[config.mk]
export PLATFORM = sky130hd
export DESIGN_NAME = bus_cycle_seq
export DESIGN_NICKNAME = d
export VERILOG_FILES = /design/src/rtl/bcs_pkg.sv /design/src/rtl/bcs_fsm.sv /design/src/rtl/bcs_decode.sv /design/src/rtl/bcs_req_reg.sv /design/src/rtl/bus_cycle_seq.sv
export SDC_FILE = /design/constraint.sdc
export NUM_CORES = 1
export LEC_CHECK = 0
export ABC_AREA = 1
export BUFFER_PORTS_ARGS = -buffer_cell sky130_fd_sc_hd__buf_2
export CAP_MARGIN = 20
export CELL_PAD_IN_SITES_DETAIL_PLACEMENT = 1
export CELL_PAD_IN_SITES_GLOBAL_PLACEMENT = 1
export CORE_MARGIN = 3
export CORE_UTILIZATION = 34
export DETAILED_ROUTE_END_ITERATION = 8
export HOLD_SLACK_MARGIN = 0.15
export PLACE_DENSITY = 0.86
export SYNTH_ARGS = -nofsm -noshare
export SYNTH_HDL_FRONTEND = slang
export SYNTH_SLANG_ARGS = --single-unit
export TNS_END_PERCENT = 100
[constraint.sdc]
create_clock -name clk_i -period 1.9 [get_ports clk_i]
set_clock_uncertainty 0.1 [all_clocks]
set_input_delay 0.38 -clock clk_i [delete_from_list [all_inputs] [get_ports clk_i]]
set_output_delay 0.38 -clock clk_i [all_outputs]
set_load 0.01 [all_outputs]
[src/rtl/bcs_pkg.sv]
package bcs_pkg;
  typedef enum logic [2:0] {
    ST_IDLE, ST_T1, ST_T2, ST_T3, ST_TW, ST_T4, ST_HOLD
  } bus_st_e;

  localparam logic [2:0] CODE_INTA    = 3'b000;
  localparam logic [2:0] CODE_IO_RD   = 3'b001;
  localparam logic [2:0] CODE_IO_WR   = 3'b010;
  localparam logic [2:0] CODE_HALT    = 3'b011;
  localparam logic [2:0] CODE_FETCH   = 3'b100;
  localparam logic [2:0] CODE_MEM_RD  = 3'b101;
  localparam logic [2:0] CODE_MEM_WR  = 3'b110;
  localparam logic [2:0] CODE_PASSIVE = 3'b111;
endpackage

[src/rtl/bcs_fsm.sv]
module bcs_fsm
  import bcs_pkg::*;
(
  input  logic    clk_i,
  input  logic    rst_ni,
  input  logic    req_i,
  input  logic    hold_i,
  input  logic    ready_i,
  output bus_st_e st_o,
  output logic    take_o
);
  bus_st_e st_q, st_d;

  wire boundary = (st_q == ST_IDLE) || (st_q == ST_T4);
  assign take_o = boundary && req_i && !hold_i;

  always_comb begin
    st_d = st_q;
    unique case (st_q)
      ST_IDLE, ST_T4: st_d = hold_i ? ST_HOLD : (req_i ? ST_T1 : ST_IDLE);
      ST_T1:          st_d = ST_T2;
      ST_T2:          st_d = ST_T3;
      ST_T3, ST_TW:   st_d = ready_i ? ST_T4 : ST_TW;
      ST_HOLD:        st_d = hold_i ? ST_HOLD : ST_IDLE;
      default:        st_d = ST_IDLE;
    endcase
  end

  always_ff @(posedge clk_i or negedge rst_ni)
    if (!rst_ni) st_q <= ST_IDLE;
    else         st_q <= st_d;

  assign st_o = st_q;

  assert_t4_after_ready_R4: assert property (@(posedge clk_i) disable iff (!rst_ni)
    (st_q == ST_T4) |-> $past((st_q == ST_T3 || st_q == ST_TW) && ready_i));
  assert_wait_on_low_ready_R4: assert property (@(posedge clk_i) disable iff (!rst_ni)
    (st_q == ST_TW) |-> $past(!ready_i));
  assert_t2_after_t1_R2: assert property (@(posedge clk_i) disable iff (!rst_ni)
    (st_q == ST_T2) |-> $past(st_q == ST_T1));
endmodule

[src/rtl/bcs_decode.sv]
module bcs_decode
  import bcs_pkg::*;
(
  input  logic [2:0] code_i,
  output logic       is_rd_o,
  output logic       is_wr_o,
  output logic       is_inta_o,
  output logic       is_mem_o
);
  always_comb begin
    is_rd_o   = 1'b0;
    is_wr_o   = 1'b0;
    is_inta_o = 1'b0;
    unique case (code_i)
      CODE_INTA:                         is_inta_o = 1'b1;
      CODE_IO_RD, CODE_FETCH, CODE_MEM_RD: is_rd_o = 1'b1;
      CODE_IO_WR, CODE_MEM_WR:           is_wr_o   = 1'b1;
      default: ;
    endcase
  end
  assign is_mem_o = code_i[2];
endmodule

[src/rtl/bcs_req_reg.sv]
module bcs_req_reg #(
  parameter int AW = 20,
  parameter int DW = 16
) (
  input  logic          clk_i,
  input  logic          rst_ni,
  input  logic          take_i,
  input  logic [2:0]    code_i,
  input  logic [AW-1:0] addr_i,
  input  logic          byte_hi_i,
  input  logic [DW-1:0] wdata_i,
  output logic [2:0]    code_o,
  output logic [AW-1:0] addr_o,
  output logic          byte_hi_o,
  output logic [DW-1:0] wdata_o
);
  always_ff @(posedge clk_i or negedge rst_ni)
    if (!rst_ni) begin
      code_o    <= 3'b111;
      addr_o    <= '0;
      byte_hi_o <= 1'b0;
      wdata_o   <= '0;
    end else if (take_i) begin
      code_o    <= code_i;
      addr_o    <= addr_i;
      byte_hi_o <= byte_hi_i;
      wdata_o   <= wdata_i;
    end
endmodule

[src/rtl/bus_cycle_seq.sv]
module bus_cycle_seq
  import bcs_pkg::*;
#(
  parameter int AW = 20,
  parameter int DW = 16
) (
  input  logic          clk_i,
  input  logic          rst_ni,
  input  logic          req_i,
  input  logic [2:0]    code_i,
  input  logic [AW-1:0] addr_i,
  input  logic          byte_hi_i,
  input  logic [DW-1:0] wdata_i,
  input  logic          ready_i,
  input  logic          hold_i,
  input  logic [DW-1:0] ad_i,
  output logic          accept_o,
  output logic [DW-1:0] ad_o,
  output logic          ad_oe_o,
  output logic [AW-DW-1:0] addr_hi_o,
  output logic          ale_o,
  output logic          rd_n_o,
  output logic          wr_n_o,
  output logic          inta_n_o,
  output logic          mio_o,
  output logic          bhe_n_o,
  output logic          dtr_o,
  output logic          den_n_o,
  output logic [2:0]    status_o,
  output logic          hlda_o,
  output logic          bus_oe_o,
  output logic [DW-1:0] rdata_o,
  output logic          rdata_vld_o
);
  localparam int HW = AW - DW;

  bus_st_e       st;
  logic          take;
  logic [2:0]    cur_code;
  logic [AW-1:0] cur_addr;
  logic          cur_hi;
  logic [DW-1:0] cur_wdata;
  logic          is_rd, is_wr, is_inta, is_mem;

  bcs_fsm u_fsm (
    .clk_i, .rst_ni, .req_i, .hold_i, .ready_i,
    .st_o(st), .take_o(take)
  );

  bcs_req_reg #(.AW(AW), .DW(DW)) u_req (
    .clk_i, .rst_ni, .take_i(take),
    .code_i, .addr_i, .byte_hi_i, .wdata_i,
    .code_o(cur_code), .addr_o(cur_addr), .byte_hi_o(cur_hi), .wdata_o(cur_wdata)
  );

  bcs_decode u_dec (
    .code_i(cur_code), .is_rd_o(is_rd), .is_wr_o(is_wr),
    .is_inta_o(is_inta), .is_mem_o(is_mem)
  );

  wire in_cyc  = st inside {ST_T1, ST_T2, ST_T3, ST_TW, ST_T4};
  wire data_ph = st inside {ST_T2, ST_T3, ST_TW, ST_T4};
  wire strb_ph = st inside {ST_T2, ST_T3, ST_TW};
  wire rd_ph   = st inside {ST_T3, ST_TW, ST_T4};
  wire rd_like = is_rd | is_inta;
  wire wr_dat  = data_ph & is_wr;

  assign accept_o  = take;
  assign ale_o     = (st == ST_T1);
  assign ad_oe_o   = ale_o | wr_dat;
  assign ad_o      = ale_o ? cur_addr[DW-1:0] : (wr_dat ? cur_wdata : '0);
  assign addr_hi_o = ale_o ? cur_addr[AW-1:DW] : {HW{1'b0}};
  assign rd_n_o    = ~(strb_ph & is_rd);
  assign wr_n_o    = ~(strb_ph & is_wr);
  assign inta_n_o  = ~(strb_ph & is_inta);
  assign mio_o     = in_cyc & is_mem;
  assign bhe_n_o   = in_cyc ? ~cur_hi : 1'b1;
  assign dtr_o     = in_cyc & is_wr;
  assign den_n_o   = ~(wr_dat | (rd_ph & rd_like));
  assign hlda_o    = (st == ST_HOLD);
  assign bus_oe_o  = ~hlda_o;

  always_comb begin
    unique case (st)
      ST_T1, ST_T2: status_o = cur_code;
      ST_T3, ST_TW: status_o = ready_i ? CODE_PASSIVE : cur_code;
      ST_T4:        status_o = take ? code_i : CODE_PASSIVE;
      default:      status_o = CODE_PASSIVE;
    endcase
  end

  // capture on the edge that leaves the last ready-sampling state
  always_ff @(posedge clk_i or negedge rst_ni)
    if (!rst_ni) rdata_o <= '0;
    else if ((st == ST_T3 || st == ST_TW) && ready_i && rd_like) rdata_o <= ad_i;

  assign rdata_vld_o = (st == ST_T4) & rd_like;

  assert_one_strobe_R3: assert property (@(posedge clk_i) disable iff (!rst_ni)
    $onehot0({~rd_n_o, ~wr_n_o, ~inta_n_o}));
  assert_passive_before_t4_R7: assert property (@(posedge clk_i) disable iff (!rst_ni)
    (st == ST_T4) |-> $past(status_o == CODE_PASSIVE));
  assert_hold_at_boundary_R8: assert property (@(posedge clk_i) disable iff (!rst_ni)
    $rose(hlda_o) |-> $past(st == ST_T4 || st == ST_IDLE));
  assert_float_in_hold_R8: assert property (@(posedge clk_i) disable iff (!rst_ni)
    hlda_o |-> (!ad_oe_o && !bus_oe_o && rd_n_o && wr_n_o));
  assert_rdata_after_ready_R6: assert property (@(posedge clk_i) disable iff (!rst_ni)
    rdata_vld_o |-> $past(ready_i));
  assert_t1_after_take_R10: assert property (@(posedge clk_i) disable iff (!rst_ni)
    ale_o |-> $past(accept_o));
endmodule

==> results.md <==
* Status: complete, but fails checks
* Failing checks: negative setup slack
* Area growth syn-to-layout at 67.5%
* Clock Tree Buf Depth at 2
* Max_cap viols at 0
* CTS tree: done
* Cell Area, Synth at 2810 µm²
* Fmax at 456 MHz
* Clock sink count at 59
* Mapped Cells at 364
* Routed Wire Length at 12.1 mm
* CP arrival at 1.71 ns
* Cell variety after synth at 25
* Flops & latches, synth at 59
* Unrepaired setup endpoints after global routing: yes
* Initial core utilization at 35.6%
* Initial antenna violation count at 0
* Synth top area cells: dfrtp_1, nand2_1, nand3_1
* Die width at 96.9 µm
* Slew margin rel. at 76.8%
* Final min period at 2.19 ns
* Tot GR Track Use at 24.6%
* HP Class: in -> reg
* Starting DRT DRC Count at 75
* Io pins at 113
* Crit share post-route at 115%
* Dominant synthesized flop cell: dfrtp_1
* Num CTS Buffers at 9
* Placed cell area at 3540 µm²
* Detail Route Antenna Nets at 0
* Residual overflow from global routing at 0
* EDFF count, synth at 0
* Crit start category: register
* Met2 wire length at 6.22 mm
* Placer Congestion at 0.819
* Peak VDD IR at 0.820 mV
* Row cnt at 32
* Length of routed wiring on met1 at 4.89 mm
* Die Height at 96.9 µm
* CP Capture Type: output pin
* Design area at 4700 µm²
* Tot Pwr at 8.09 mW
* Top cell type's share of synthesized area at 49.9%
* Ys Warns at 0
* Vias per inst at 4.96
* Worst-margin pin slew at 0.346 ns
* DR WL met3 at 638 µm
* Dpl ws at -0.00847 ns
* Worst-path maximum fanout at 4
* P_leak at 2.59 nW
* DR top layer: met4
* Htree depth at 3
* Worst path required time at 1.42 ns
* Core Box Area at 7890 µm²
* Largest net degree at the start of global routing at 60
* Mapped Avg Cell Area at 7.72 µm²
* Crit path cell chain: inv_2 > nand2_4 > nand2_4 > nand2_2 > a21oi_2 > a21oi_2 > buf_2
* CTS root buffer: clkbuf_8
* Vias at 3246
* Synthesized Nets at 425
* First-pass GRT wire length at 18.5 mm
* Worst-path clk slew at 0.07 ns
* Layout cell share with drive strength beyond 1 at 39.9%
* Vias in the first global route at 3616
* Die area at 9390 µm²
* Ys async rst share at 100%
* Cell taking the most area after synthesis: dfrtp_1
* Critical path type: reg -> out
* Post-route DRC violation count at 0
* Critical Path Max Stage Delay at 0.40 ns
* Most common cell after layout, fill and taps aside: nand2_1
* Setup-failing EPs final at 34
* Number of port buffers at 112
* Slowest CP cell: dfrtp_1
* Worst setup margin at -0.291 ns
* Avg WL per Cell at 18.5 µm
* Post-DP HPWL at 6.34 mm
* Fin. Hold Viols at 0
* Worst-Skew Late Latency at 0.34 ns
* First drt pass iteration count at 4
* Commonest non-fill, non-tap cells in the layout: nand2_1, buf_2, dfrtp_1
* Final Max Tran Viols at 0
* Nets at 608
* Seq/Total Area, Yosys at 52.7%
* Ant diodes at 0
* Power Dens Cells at 1720 nW/µm²
metal layers:
layer  vias up  global-route usage [%]
li1       1509                       -
met4         0                    8.75
met5         -                       0
met2       130                    43.6
met1      1579                    28.5
met3        28                    6.49
path summary, 6_finish.rpt:
check | startpoint | end | slack [ns] | cells past startpoint
max in group asynchronous | rst_ni | u_req.code_o[1] | 0.91 | 3
setup reg to reg | u_fsm.st_o[1] | u_req.addr_o[11] | 0 | 10
hold reg to reg | rdata_o[13] | rdata_o[13] | 0.37 | 2
setup / recovery | u_fsm.st_o[1] | den_n_o | -0.29 | 7
hold / removal | wdata_i[14] | u_req.wdata_o[14] | 0.16 | 3
min in group asynchronous | rst_ni | rdata_o[14] | 0.46 | 3
metrics by stage:
step           hold WS [ns]  TNS, ns  cells  util, %
3_5_place_dp          0.311  -0.0112    575     44.9
5_1_grt               0.161    -9.82    654     59.6
4_1_cts               0.150    -5.41    651     58.0
6_report              0.158    -6.13    654     59.6
2_1_floorplan       -0.0156        0    364        -
3_3_place_gp          0.309        0    575     44.9
critical path, delay by kind of cell (launching register included):
kind                   cells  cell delay, ns
AO/OA/AOI/OAI              2            0.32
flip-flops                 1            0.40
AND/OR/NAND/NOR            3            0.33
buffers and inverters      2            0.32
layout make-up:
class	instances	area (µm²)
Clock inverter	5	100
Clock buffer	11	141
Timing Repair Buffer	184	1320
Fill cell	973	3180
Multi-Input combinational cell	274	1450
Tap cell	102	128
Inverter	19	82.6
Sequential cell	59	1480
synthesized netlist by cell type (2+ instances only):
library cell,count
dfrtp_1,56
nand3_2,2
o211ai_1,2
nand3_1,40
buf_2,7
nand2_2,3
clkbuf_1,5
dfstp_2,3
o31ai_1,3
nand2_4,2
nor2_1,7
nand2_1,201
nand4_1,4
inv_1,14
inv_2,4
buf_6,2
power by group:
part	internal, mW	switching, mW
registers	1.86	0.437
clock network	0.904	0.533
logic	1.71	2.65
logic make-up (layout without fill, tap and decap cells):
| kind of cell | Yosys count | count (layout) | synth area share, % |
|---|---|---|---|
| DFF | 59 | 59 | 52.7 |
| buffers and inverters | 35 | 219 | 5.66 |
| AOI/OAI and AO/OA | 8 | 8 | 2.14 |
| and+or+nand+nor | 262 | 266 | 39.5 |
timing repair:
item	4_1_cts	5_1_grt
buffers inserted	17	3
resized for setup	50	25
hold buffers	39	0
endpoints found under the hold margin	94	0
setup endpoints to repair	31	36
cloned	4	0
pin swaps	8	10
sequential cells by signal (all words and copies together), names as in the netlist:
register and count:
u_req.addr_o 20, rdata_o 16, u_req.wdata_o 16, u_req.byte_hi_o 1, u_req.code_o 3, u_fsm.st_o 3
(Power assumes the default switching activity.)
